==> config.mk <==
export PLATFORM = sky130hd
export DESIGN_NAME = acc_core
export DESIGN_NICKNAME = d
export VERILOG_FILES = /design/src/rtl/acc_core_pkg.sv /design/src/rtl/acc_core_ocadd.sv /design/src/rtl/acc_core_ctrl.sv /design/src/rtl/acc_core.sv
export SDC_FILE = /design/constraint.sdc
export NUM_CORES = 1
export LEC_CHECK = 0
export BUFFER_PORTS_ARGS = -buffer_cell sky130_fd_sc_hd__buf_2
export CORE_MARGIN = 3
export CORE_UTILIZATION = 45
export CTS_BUF_LIST = sky130_fd_sc_hd__clkbuf_8
export CTS_CLUSTER_DIAMETER = 60
export CTS_CLUSTER_SIZE = 40
export DETAILED_ROUTE_END_ITERATION = 8
export PLACE_DENSITY = 0.72
export SYNTH_ARGS = -nofsm -noshare
export SYNTH_HDL_FRONTEND = slang
export SYNTH_SLANG_ARGS = --single-unit
==> constraint.sdc <==
create_clock -name clk -period 4.6 [get_ports clk]
set_input_delay 0.92 -clock clk [delete_from_list [all_inputs] [get_ports clk]]
set_output_delay 0.92 -clock clk [all_outputs]
set_load 0.02 [all_outputs]
==> src/rtl/acc_core_pkg.sv <==
// Shared types for the accumulator core: sequencer states and primary opcodes.
// Assumes the opcode field is exactly two bits wide.
package acc_core_pkg;
    typedef enum logic [2:0] {
        ST_IDLE,
        ST_FETCH,
        ST_DECODE,
        ST_EXEC,
        ST_MEM
    } core_state_t;

    typedef enum logic [1:0] {
        OP_STORE = 2'b00,
        OP_ADD   = 2'b01,
        OP_BRNEG = 2'b10,
        OP_OPER  = 2'b11
    } opcode_t;
endpackage

==> src/rtl/acc_core_ocadd.sv <==
// Ones'-complement adder: the carry out of the top bit wraps into bit 0.
// Assumes W >= 2; the wrap cannot overflow a second time.
module acc_core_ocadd #(
    parameter int W = 18
) (
    input  logic [W-1:0] a,
    input  logic [W-1:0] b,
    output logic [W-1:0] sum
);
    logic [W:0] raw;

    // raw binary sum with carry out
    assign raw = {1'b0, a} + {1'b0, b};
    // end-around carry back into the low bit
    assign sum = raw[W-1:0] + {{(W-1){1'b0}}, raw[W]};
endmodule

==> src/rtl/acc_core_ctrl.sv <==
// Sequencer for the accumulator core. Walks idle, fetch, decode, execute and
// the extra memory cycle used by store and add. Assumes opr_done is a single
// cycle strobe given only while the operate request is open.
module acc_core_ctrl
    import acc_core_pkg::*;
(
    input  logic        clk,
    input  logic        rst_n,
    input  logic        start,
    input  opcode_t     op,
    input  logic        opr_done,
    input  logic        opr_halt,
    output core_state_t state
);
    core_state_t state_nx;

    // next-state selection
    always_comb begin
        state_nx = state;
        case (state)
            ST_IDLE:   if (start) state_nx = ST_FETCH;
            ST_FETCH:  state_nx = ST_DECODE;
            ST_DECODE: state_nx = ST_EXEC;
            ST_EXEC: begin
                case (op)
                    OP_STORE, OP_ADD: state_nx = ST_MEM;
                    OP_BRNEG:         state_nx = ST_FETCH;
                    OP_OPER: begin
                        if (opr_done) state_nx = opr_halt ? ST_IDLE : ST_FETCH;
                    end
                    default:          state_nx = ST_FETCH;
                endcase
            end
            ST_MEM:    state_nx = ST_FETCH;
            default:   state_nx = ST_IDLE;
        endcase
    end

    // state register
    always_ff @(posedge clk) begin
        if (!rst_n) state <= ST_IDLE;
        else        state <= state_nx;
    end
endmodule

==> src/rtl/acc_core.sv <==
// Top of the accumulator core. Holds the program counter, address register,
// buffer register, opcode register and accumulator, and drives the memory and
// operate-unit ports. Assumes a memory with one cycle of read latency and a
// word of exactly two opcode bits above the address field.
module acc_core
    import acc_core_pkg::*;
#(
    parameter int WORD_W = 18,
    parameter int ADDR_W = 16
) (
    input  logic              clk,
    input  logic              rst_n,
    input  logic              start,
    output logic [ADDR_W-1:0] mem_addr,
    output logic [WORD_W-1:0] mem_wdata,
    output logic              mem_we,
    input  logic [WORD_W-1:0] mem_rdata,
    output logic              opr_req,
    output logic [ADDR_W-1:0] opr_field,
    input  logic              opr_done,
    input  logic [WORD_W-1:0] opr_acc_in,
    input  logic              opr_halt,
    output logic [WORD_W-1:0] acc_q,
    output logic [ADDR_W-1:0] pc_q,
    output logic              running
);
    localparam int SIGN_B = WORD_W - 1;

    core_state_t       state;
    opcode_t           ir;
    logic [ADDR_W-1:0] pc, mar;
    logic [WORD_W-1:0] mbr, acc, add_sum;

    acc_core_ctrl u_ctrl (
        .clk      (clk),
        .rst_n    (rst_n),
        .start    (start),
        .op       (ir),
        .opr_done (opr_done),
        .opr_halt (opr_halt),
        .state    (state)
    );

    acc_core_ocadd #(.W(WORD_W)) u_add (
        .a   (acc),
        .b   (mem_rdata),
        .sum (add_sum)
    );

    // program counter: step after decode, load on a taken negative branch
    always_ff @(posedge clk) begin
        if (!rst_n)
            pc <= '0;
        else if (state == ST_DECODE)
            pc <= pc + 1'b1;
        else if (state == ST_EXEC && ir == OP_BRNEG && acc[SIGN_B])
            pc <= mar;
    end

    // address and opcode registers: take PC at fetch, word fields at decode
    always_ff @(posedge clk) begin
        if (!rst_n) begin
            mar <= '0;
            ir  <= OP_STORE;
        end else if (state == ST_FETCH) begin
            mar <= pc;
        end else if (state == ST_DECODE) begin
            mar <= mem_rdata[ADDR_W-1:0];
            ir  <= opcode_t'(mem_rdata[WORD_W-1:ADDR_W]);
        end
    end

    // buffer register: instruction word, store data, or fetched operand
    always_ff @(posedge clk) begin
        if (!rst_n)
            mbr <= '0;
        else if (state == ST_DECODE)
            mbr <= mem_rdata;
        else if (state == ST_EXEC && ir == OP_STORE)
            mbr <= acc;
        else if (state == ST_MEM && ir == OP_ADD)
            mbr <= mem_rdata;
    end

    // accumulator: add result or operate-unit result
    always_ff @(posedge clk) begin
        if (!rst_n)
            acc <= '0;
        else if (state == ST_MEM && ir == OP_ADD)
            acc <= add_sum;
        else if (state == ST_EXEC && ir == OP_OPER && opr_done)
            acc <= opr_acc_in;
    end

    // port drive: PC goes straight to memory in fetch to save a cycle
    always_comb begin
        mem_addr  = (state == ST_FETCH) ? pc : mar;
        mem_we    = (state == ST_MEM) && (ir == OP_STORE);
        mem_wdata = mbr;
        opr_req   = (state == ST_EXEC) && (ir == OP_OPER);
        opr_field = mbr[ADDR_W-1:0];
        acc_q     = acc;
        pc_q      = pc;
        running   = (state != ST_IDLE);
    end
endmodule

==> results of run 1 <==
[placed cells by master (no fill, tap or decap), drive strengths merged, types with 5 or more instances in the layout]
cell type / synthesis / routed
ha: 21 / 21
and3: 14 / 14
mux2: 17 / 17
o22ai: 6 / 6
inv: 12 / 12
dfxtp: 73 / 73
buf: 34 / 171
or2: 5 / 5
xor2: 6 / 6
o21ai: 33 / 33
xnor2: 13 / 13
a311oi: 7 / 7
nand2: 90 / 90
a21oi: 58 / 58
o211ai: 6 / 6
nor2: 62 / 62
a22oi: 16 / 16
nand3: 24 / 24
mux2i: 20 / 20
a211oi: 29 / 29
clkbuf: 34 / 12
or3: 7 / 7
and2: 8 / 8
nor3: 14 / 14
[timing repair]
action,4_1_cts,5_1_grt
setup endpoints to repair,0,9
gates resized for setup,0,4
hold endpoints to repair,0,0
hold buffers,0,0
buffers inserted,0,3
[state kept, by name, summed over array words and instances (netlist names)]
| register | cells |
|---|---|
| mem_wdata | 18 |
| pc_q | 16 |
| mar | 16 |
| ir | 2 |
| u_ctrl.state | 3 |
| acc_q | 18 |
[worst register-to-register path: stages (launching register included)]
cell and delay, ns:
dfxtp_1 0.39, ha_1 0.19, inv_1 0.06, fa_2 0.34
and2b_4 0.26, o2111a_1 0.20, o21ai_1 0.10, a21oi_2 0.14
o21ai_1 0.07, a21oi_1 0.12, o21ai_0 0.08, nand2b_1 0.12
ha_2 0.19, nor3b_4 0.20, o311a_1 0.22, nand4b_1 0.17
or4_4 0.57, o41ai_2 0.28, a21oi_1 0.11, o21a_1 0.23
[metal layers]
layer / GRT usage, % / up-vias / wire length [um]
li1: - / 2716 / -
met1: 34.2 / 2745 / 7570
met2: 43.4 / 245 / 8530
met3: 3.63 / 26 / 1240
met4: 7.12 / 0 / 278
met5: 0 / - / 0
[final cells by class]
class | count | share of cell area [%]
Multi-Input combinational cell | 529 | 55.0
Sequential cell | 73 | 22.9
Timing Repair Buffer | 171 | 15.2
Tap cell | 143 | 2.81
Clock buffer | 12 | 2.59
Clock inverter | 4 | 0.785
Inverter | 12 | 0.707
[power groups by stage]
| stage | clock (mW) | sequential, mW | combinational [mW] |
|---|---|---|---|
| after floorplan | 0 | 0.725 | 0.232 |
| after global placement | 0 | 0.704 | 0.355 |
| after detailed placement | 0 | 0.706 | 0.361 |
| after CTS | 0.565 | 0.691 | 0.363 |
| after global routing | 0.591 | 0.697 | 0.395 |
| final | 0.561 | 0.692 | 0.366 |
[cell families (layout without fill, tap and decap cells)]
| group | after synthesis | in the layout | share of synthesized area [%] |
|---|---|---|---|
| buf+inv | 80 | 199 | 7.59 |
| flops | 73 | 73 | 27.4 |
| xor+xnor | 19 | 19 | 3.12 |
| compound gates | 201 | 201 | 26.7 |
| simple gates | 250 | 250 | 22.6 |
| fa+ha+maj | 22 | 22 | 5.29 |
| mux | 37 | 37 | 7.33 |
[worst max path at each step]
stage                      endpoint  slack (ns)  cells past startpoint
after detailed placement  acc_q[13]       -0.29                     20
after global routing      acc_q[13]       0.007                     20
after CTS                 acc_q[15]        0.08                     22
final                     acc_q[13]        0.17                     20
after floorplan           acc_q[13]      0.0004                     19
after global placement    acc_q[15]       -0.14                     22
[stage by stage]
| step | instances | utilization (%) | hold slack, ns | setup slack [ns] | power, mW |
|---|---|---|---|---|---|
| final | 944 | 55.3 | 0.477 | 0.168 | 1.62 |
| after global placement | 926 | 53.2 | 0.458 | -0.137 | 1.06 |
| after floorplan | 682 | - | 0.444 | 0.000399 | 0.958 |
| after CTS | 942 | 55.1 | 0.477 | 0.0754 | 1.62 |
| after detailed placement | 926 | 53.2 | 0.465 | -0.286 | 1.07 |
| after global routing | 944 | 55.3 | 0.495 | 0.00700 | 1.68 |
==> out/summary.txt, run 1 <==
Die X: 115 um
worst-case hold path end point: mar[14]
register-to-register setup slack: 0.46 ns
number of remaining DRC errors: 0
Comb pwr share: 22.6%
CP required: 4.85 ns
Tcrit/Tclk final: 96.3%
worst path bufs/invs: 2
Max Fclk: 0.226 GHz
Root Driver: clkbuf_8
Final Slew Violations: 0
CP max FO: 3
YS warnings: 0
routability cong.: 1.01
placed cell areas: 6130 um^2
Data arrival, critical path: 4.68 ns
Primary FF master, synth: dfxtp_1
GRT Total Usage: 25.7%
Area Overhead vs Synth: 19.3%
NetSw: 0.528 mW
Via density: 6.07
asr flop ratio synth: 0%
Die Ht: 115 um
total vias in the final route: 5732
Worst path max stage delay: 0.57 ns
sequential share of power: 42.8%
multi-input logic area: 3510 um^2
minimum clock period: 4.43 ns
grt ovf: 0
Mapped Cells: 682
Layout Nets: 859
die area: 13200 um^2
most numerous cell in the Yosys netlist: nand2_1
Seq/Total Area, Yosys: 27.4%
first-pass GRT wire length: 27.2 mm
Clock Skew: 0.0123 ns
largest net degree at the start of global routing: 44
# diodes: 0
Max Root-Sink Buffers: 2
H-Tree Level Count: 3
worst r2r src: acc_q[0]
Critical Path, Cell by Cell: buf_2, ha_1, inv_1, fa_2, and2b_4, o2111a_1, o21ai_1, a21oi_2, o21ai_1, a21oi_1, o21ai_0, nand2b_1, ha_2, nor3b_4, o311a_1, nand4b_1, or4_4, o41ai_2, a21oi_1, o21a_1
layout cells sized above 1: 29.6%
Tightest Pin Transition: 1.11 ns
Wirelength per Cell: 18.7 um
Yosys top cell area share: 27.4%
Syn Nets: 745
TritonCTS Buffers: 9
Slew HR: 26.1%
clock sinks: 73
row cnt: 39
min-delay src: mar[14]
Leak: 2.73 nW
reg2reg end: acc_q[13]
Switching Fraction: 32.6%
Max-cap violations: 0
worst vdd ir: 131 uV
Area contributors post-synth: dfxtp_1, nand2_1, a21oi_1
Setup TNS: 0 ns
Setup crit start: mem_rdata[0]
DP Wirelength: 13.2 mm
syn_area_per_cell: 7.83 um^2
final setup vio count: 0
commonest cells in the netlist: nand2_1, dfxtp_1, nor2_1
worst hold stages: 2
IO Port Bufs: 127
Initial Util: 46.4%
slowest CP cell: or4_4
cells on worst reg2reg path: 19
post-synth cell types: 82
status: finished clean
area occupied by registers: 1460 um^2
Worst-path clk slew: 0.08 ns
PwrDens: 254 nW/um^2
CORE AREA: 11500 um^2
P_int: 1.09 mW
# IOs: 128
crit-path leading delay family: compound AO/OA/AOI/OAI gates
Hold WC Path Type: flop to flop
WL final: 17.6 mm
final hold vios: 0
drt pass-1 iters: 5
Critical Path Start Type: input pin
Crit Path Class: input pin to flop
final instance area: 6370 um^2
DRT iter0 DRCs: 706
clock latency on the worst-skew pair: 0.35 ns
clock power share: 34.6%
ANT nets after route: 0
RSZ-0062 raised after global routing: false
FF+latch count, synth: 73
area leader, netlist: dfxtp_1
EDFF count, synth: 0
# fillers: 1075
vias in the first global route: 5213
initial antenna violation count: 0
Critical Path Sink Type: flop
Mapped Area: 5340 um^2
TritonCTS clock tree: done
No activity file was read; power rests on OpenSTA's default activity.
==> run 2: changes to the inputs <==
--- a/config.mk
+++ b/config.mk
@@ -12,7 +12,7 @@
 export CTS_CLUSTER_DIAMETER = 60
 export CTS_CLUSTER_SIZE = 40
 export DETAILED_ROUTE_END_ITERATION = 8
-export PLACE_DENSITY = 0.72
+export PLACE_DENSITY_LB_ADDON = 0.3
 export SYNTH_ARGS = -nofsm -noshare
 export SYNTH_HDL_FRONTEND = slang
 export SYNTH_SLANG_ARGS = --single-unit
==> run 2 against run 1 <==
Fmax up 2.0%. Non-clock buffer count stayed put. Utilization increased by 0.68 points. Clock power increased by 23%. Sequential share of layout area shrank 0.28 points. Worst setup slack better by 0.085 ns. Die area did not move. Count of clock-buffer cells in the layout shrank 3. Final cell count stayed put. Critical path depth increased by 2. Design area grew 1.2%. Highest routed layer unchanged.
==> out/summary.txt, run 2 (synthesis results as in run 1) <==
status: finished clean
worst path bufs/invs: 4
die area: 13200 um^2
DP Wirelength: 13.0 mm
crit-path leading delay family: simple AND/OR/NAND/NOR gates
Leak: 2.75 nW
TritonCTS clock tree: done
minimum clock period: 4.35 ns
Critical Path Start Type: input pin
number of remaining DRC errors: 0
Via density: 6.08
ANT nets after route: 0
Crit path top cell by count: buf_4
TritonCTS Buffers: 9
Power Total: 1.75 mW
clock latency on the worst-skew pair: 0.37 ns
Worst-path clk slew: 0.08 ns
hold buffer count at cts: 0
total vias in the final route: 5737
IO Port Bufs: 127
Root Driver: clkbuf_8
cells on worst reg2reg path: 21
final hold vios: 0
CP max FO: 3
slowest CP cell: or4_1
most common cell after layout, fill and taps aside: buf_2
Hold WC Path Type: flop to flop
worst vdd ir: 123 uV
Critical Path Sink Type: flop
H-Tree Level Count: 3
routability cong.: 0.996
worst hold stages: 2
Max-cap violations: 0
Tightest Pin Transition: 1.22 ns
layout cells sized above 1: 29.8%
GRT Total Usage: 26.2%
most frequent cells in the layout: buf_2, nand2_1, dfxtp_1
Initial Util: 46.4%
Hold WS: 0.476 ns
CORE AREA: 11500 um^2
# IOs: 128
Crit Path Class: input pin to flop
initial antenna violation count: 0
vias in the first global route: 5381
WL final: 17.7 mm
final setup vio count: 0
Wirelength per Cell: 18.7 um
critical path depth: 22
Final Slew Violations: 0
Critical Path, Cell by Cell: buf_4, ha_4, inv_1, fa_2, and2b_4, o2111a_1, o21ai_2, a21oi_2, o21ai_1, a21oi_1, o21ai_1, nand2b_1, ha_2, nor3b_4, o311a_1, nand4b_1, buf_4, nor3_2, buf_4, nand4_4, or4_1, o211ai_1
drt pass-1 iters: 5
Worst path max stage delay: 0.55 ns
Area Overhead vs Synth: 20.8%
Die Ht: 115 um
Clock Skew: 0.00755 ns
Setup TNS: 0 ns
Max Fclk: 0.230 GHz
first-pass GRT wire length: 27.6 mm
clock sinks: 73
# diodes: 0
Die X: 115 um
DRT iter0 DRCs: 547
row cnt: 39
largest net degree at the start of global routing: 43
Slew HR: 18.7%
Tcrit/Tclk final: 94.5%
PwrDens: 271 nW/um^2
CP required: 4.89 ns
Data arrival, critical path: 4.63 ns
grt ovf: 0
Max Root-Sink Buffers: 2
Layout Nets: 859
-- run 2: cell count changes in the layout (fill, tap and decap cells not counted), sizes merged --
| cell | previous run | this run |
|---|---|---|
| clkinvlp | 2 | 0 |
| bufinv | 1 | 4 |
| clkinv | 1 | 3 |
| clkbuf | 12 | 9 |
-- run 2: worst paths after layout --
check,to,slack (ns),startpoint
setup / recovery,acc_q[15],0.25,mem_rdata[0]
hold / removal,mar[12],0.48,mar[12]
setup reg to reg,acc_q[15],0.47,acc_q[0]
hold reg to reg,mar[12],0.48,mar[12]
-- run 2: worst reg2reg max path, cell delays in order, from the launching register on --
cell      delay, ns
dfxtp_1        0.43
ha_4           0.17
inv_1          0.05
fa_2           0.33
and2b_4        0.25
o2111a_1       0.23
o21ai_2        0.07
a21oi_2        0.14
o21ai_1        0.07
a21oi_1        0.13
o21ai_1        0.07
nand2b_1       0.10
ha_2           0.19
nor3b_4        0.20
o311a_1        0.22
nand4b_1       0.17
buf_4          0.20
nor3_2         0.15
buf_4          0.15
nand4_4        0.09
or4_1          0.55
o211ai_1       0.10
-- run 2: area by class of cell --
type                    count  area, um^2
fillers                  1055        5060
clock inverters             7         143
clock buffers               9         124
well taps                 143         179
repair buffers            171         968
flip-flops and latches     73        1460
inverters                  12        45.0
multi-input cells         529        3530
-- run 2: metrics by stage --
stage | cell area (um^2) | utilization, % | std cells | setup slack, ns
CTS | 6380 | 55.4 | 940 | 0.0739
finish | 6450 | 56.0 | 944 | 0.253
global route | 6450 | 56.0 | 944 | -0.000896
detailed placement | 6120 | 53.1 | 924 | -0.300
global placement | 6120 | 53.1 | 924 | -0.185
floorplan | 5350 | - | 682 | 0.000399
-- run 2: metal layers --
metal	share of wire (%)	global-route usage [%]	wire, um	up-vias
met5	0	0	0	-
met4	1.4	8.76	252	0
met3	6.1	3.00	1080	25
met2	47	43.5	8370	238
met1	45	35.3	7960	2764
li1	-	-	-	2710
-- run 2: repair_timing --
action                     in CTS  in global routing
hold endpoints to repair        0                  0
setup endpoints to repair       0                  9
setup buffers                   0                  4
resized for setup               0                 10
-- run 2: report_power, final --
| group | leakage [nW] | switching [mW] | internal, mW |
|---|---|---|---|
| sequential | 0.591 | 0.0307 | 0.662 |
| combinational | 2.02 | 0.232 | 0.133 |
| clock | 0.133 | 0.272 | 0.416 |
==> run 3: changes to the inputs <==
--- a/config.mk
+++ b/config.mk
@@ -13,6 +13,7 @@
 export CTS_CLUSTER_SIZE = 40
 export DETAILED_ROUTE_END_ITERATION = 8
 export PLACE_DENSITY_LB_ADDON = 0.3
+export RECOVER_POWER = 100
 export SYNTH_ARGS = -nofsm -noshare
 export SYNTH_HDL_FRONTEND = slang
 export SYNTH_SLANG_ARGS = --single-unit
==> constraint.sdc (replaced) <==
create_clock -name clk -period 4.1 [get_ports clk]
set_input_delay 0.82 -clock clk [delete_from_list [all_inputs] [get_ports clk]]
set_output_delay 0.82 -clock clk [all_outputs]
set_load 0.02 [all_outputs]
==> run 3 against run 2 <==
The flow now finishes with violations (capacitance limit, slew limit, setup timing). Wire length increased by 0.15%. Total power is 4.9% lower. Worst hold slack got worse by 0.0043 ns. Final cell count increased by 3.6%. Largest cell class unchanged. Die area unchanged. Design area is 1.2% higher. Worst setup slack worse by 0.40 ns.
==> out/summary.txt, run 3 (synthesis results as in run 1) <==
TritonCTS Buffers: 9
Max Fclk: 0.235 GHz
final core utilization: 56.7%
Crit path top cell by count: o21ai_1
Leak: 2.56 nW
final setup vio count: 4
Tcrit/Tclk final: 104%
Crit Path Class: input pin to flop
grt ovf: 0
crit-path leading delay family: simple AND/OR/NAND/NOR gates
DP Wirelength: 13.2 mm
row cnt: 39
largest net degree at the start of global routing: 39
initial antenna violation count: 0
Die Ht: 115 um
Data arrival, critical path: 4.39 ns
M1 wire length: 7.70 mm
met3 wire length: 1.35 mm
Clock Skew: 0.00744 ns
slowest CP cell: or3_4
worst-case hold path end point: mar[2]
hold buffer count at cts: 0
Critical Path Sink Type: flop
CP required: 4.25 ns
Area Overhead vs Synth: 22.3%
reg2reg end: acc_q[10]
Hold WC Path Type: flop to flop
RSZ-0062 raised after global routing: true
most frequent cells in the layout: nand2_1, clkbuf_1, dfxtp_1, buf_4, nor2_1
clock sinks: 73
H-Tree Level Count: 3
min-delay src: mar[2]
top sig layer: met4
Layout Nets: 895
status: finished with violations
Die X: 115 um
number of remaining DRC errors: 0
layout cells sized above 1: 22.4%
worst hold stages: 2
minimum clock period: 4.25 ns
Max-cap violations: 1
failing checks: capacitance limit, slew limit, setup timing
final hold vios: 0
# diodes: 0
cells on worst reg2reg path: 23
Hold WS: 0.471 ns
Tightest Pin Transition: 1.85 ns
total vias in the final route: 5848
Slew HR: -23.2%
met2 WL: 8.30 mm
WL final: 17.7 mm
critical path depth: 24
DRT iter0 DRCs: 481
GRT Total Usage: 26.3%
Root Driver: clkbuf_8
register-to-register setup slack: 0 ns
Worst path max stage delay: 0.38 ns
first-pass GRT wire length: 28.0 mm
PwrDens: 254 nW/um^2
CORE AREA: 11500 um^2
worst path bufs/invs: 5
drt pass-1 iters: 5
Critical Path, Cell by Cell: buf_8, ha_4, inv_2, fa_2, and2b_4, o2111a_2, o21ai_2, a21oi_2, o21ai_1, a21oi_1, o21ai_1, nand2b_1, buf_4, buf_6, ha_4, nand2b_4, or2_4, nor2_2, nand3_1, or3_4, buf_6, o21a_1, o21ai_1, a21oi_1
vias in the first global route: 5524
worst r2r src: acc_q[0]
Setup WS post-layout: -0.147 ns
clock latency on the worst-skew pair: 0.36 ns
# IOs: 128
Max Root-Sink Buffers: 2
routability cong.: 0.910
Initial Util: 46.4%
ANT nets after route: 0
IO Port Bufs: 127
placed cell areas: 6370 um^2
Final Slew Violations: 39
die area: 13200 um^2
TritonCTS clock tree: done
Critical Path Start Type: input pin
most common cell after layout, fill and taps aside: nand2_1
final instance area: 6530 um^2
Wirelength per Cell: 18.1 um
CP max FO: 4
Worst-path clk slew: 0.08 ns
worst vdd ir: 124 uV
Via density: 5.98
## run 3: changes by cell type in the layout (fill, tap and decap cells not counted), sizes merged
cell / before / now
clkinv: 3 / 1
bufinv: 4 / 0
inv: 12 / 16
clkbuf: 9 / 91
buf: 171 / 125
## run 3: stage by stage
stage / total power, mW / std cells / setup TNS [ns] / setup WS (ns)
global route: 1.74 / 978 / -1.80 / -0.334
global placement: 1.20 / 954 / -2.85 / -0.411
detailed placement: 1.21 / 954 / -4.08 / -0.531
finish: 1.66 / 978 / -0.257 / -0.147
floorplan: 1.08 / 682 / -0.519 / -0.220
CTS: 1.67 / 972 / -0.0737 / -0.0509
## run 3: worst max path at each step
stage / start / endpoint / slack, ns
after floorplan: mem_rdata[0] / acc_q[13] / -0.22
after global placement: mem_rdata[0] / acc_q[13] / -0.41
after detailed placement: mem_rdata[0] / acc_q[13] / -0.53
after CTS: mem_rdata[0] / acc_q[13] / -0.05
after global routing: mem_rdata[0] / acc_q[10] / -0.33
final: mem_rdata[0] / acc_q[10] / -0.15
## run 3: layout make-up
type,instances,area (um^2)
Timing Repair Buffer,207,1150
Clock inverter,5,20.0
Inverter,12,45.0
Fill cell,1114,4980
Clock buffer,9,124
Multi-Input combinational cell,529,3560
Tap cell,143,179
Sequential cell,73,1460
## run 3: tightest hold or removal path, stage by stage, from the launching register on
cell and delay, ns:
dfxtp_1 0.32, nand2_1 0.05, a21oi_1 0.05
## run 3: power breakdown
| group | internal, mW | leakage [nW] | switching (mW) | total, mW |
|---|---|---|---|---|
| clock | 0.204 | 0.0899 | 0.270 | 0.473 |
| combinational | 0.146 | 1.88 | 0.263 | 0.408 |
| sequential | 0.744 | 0.591 | 0.0351 | 0.779 |
## run 3: metal layers
metal  up-vias  global-route usage [%]
li1       2786                       -
met1      2781                    35.0
met2       252                    42.4
met3        29                    4.95
met4         0                    9.78
met5         -                       0
## run 3: timing repair
action,in CTS,in global routing
buffers inserted,4,6
setup endpoints to repair,7,9
resized for setup,8,8
pin swaps,12,16
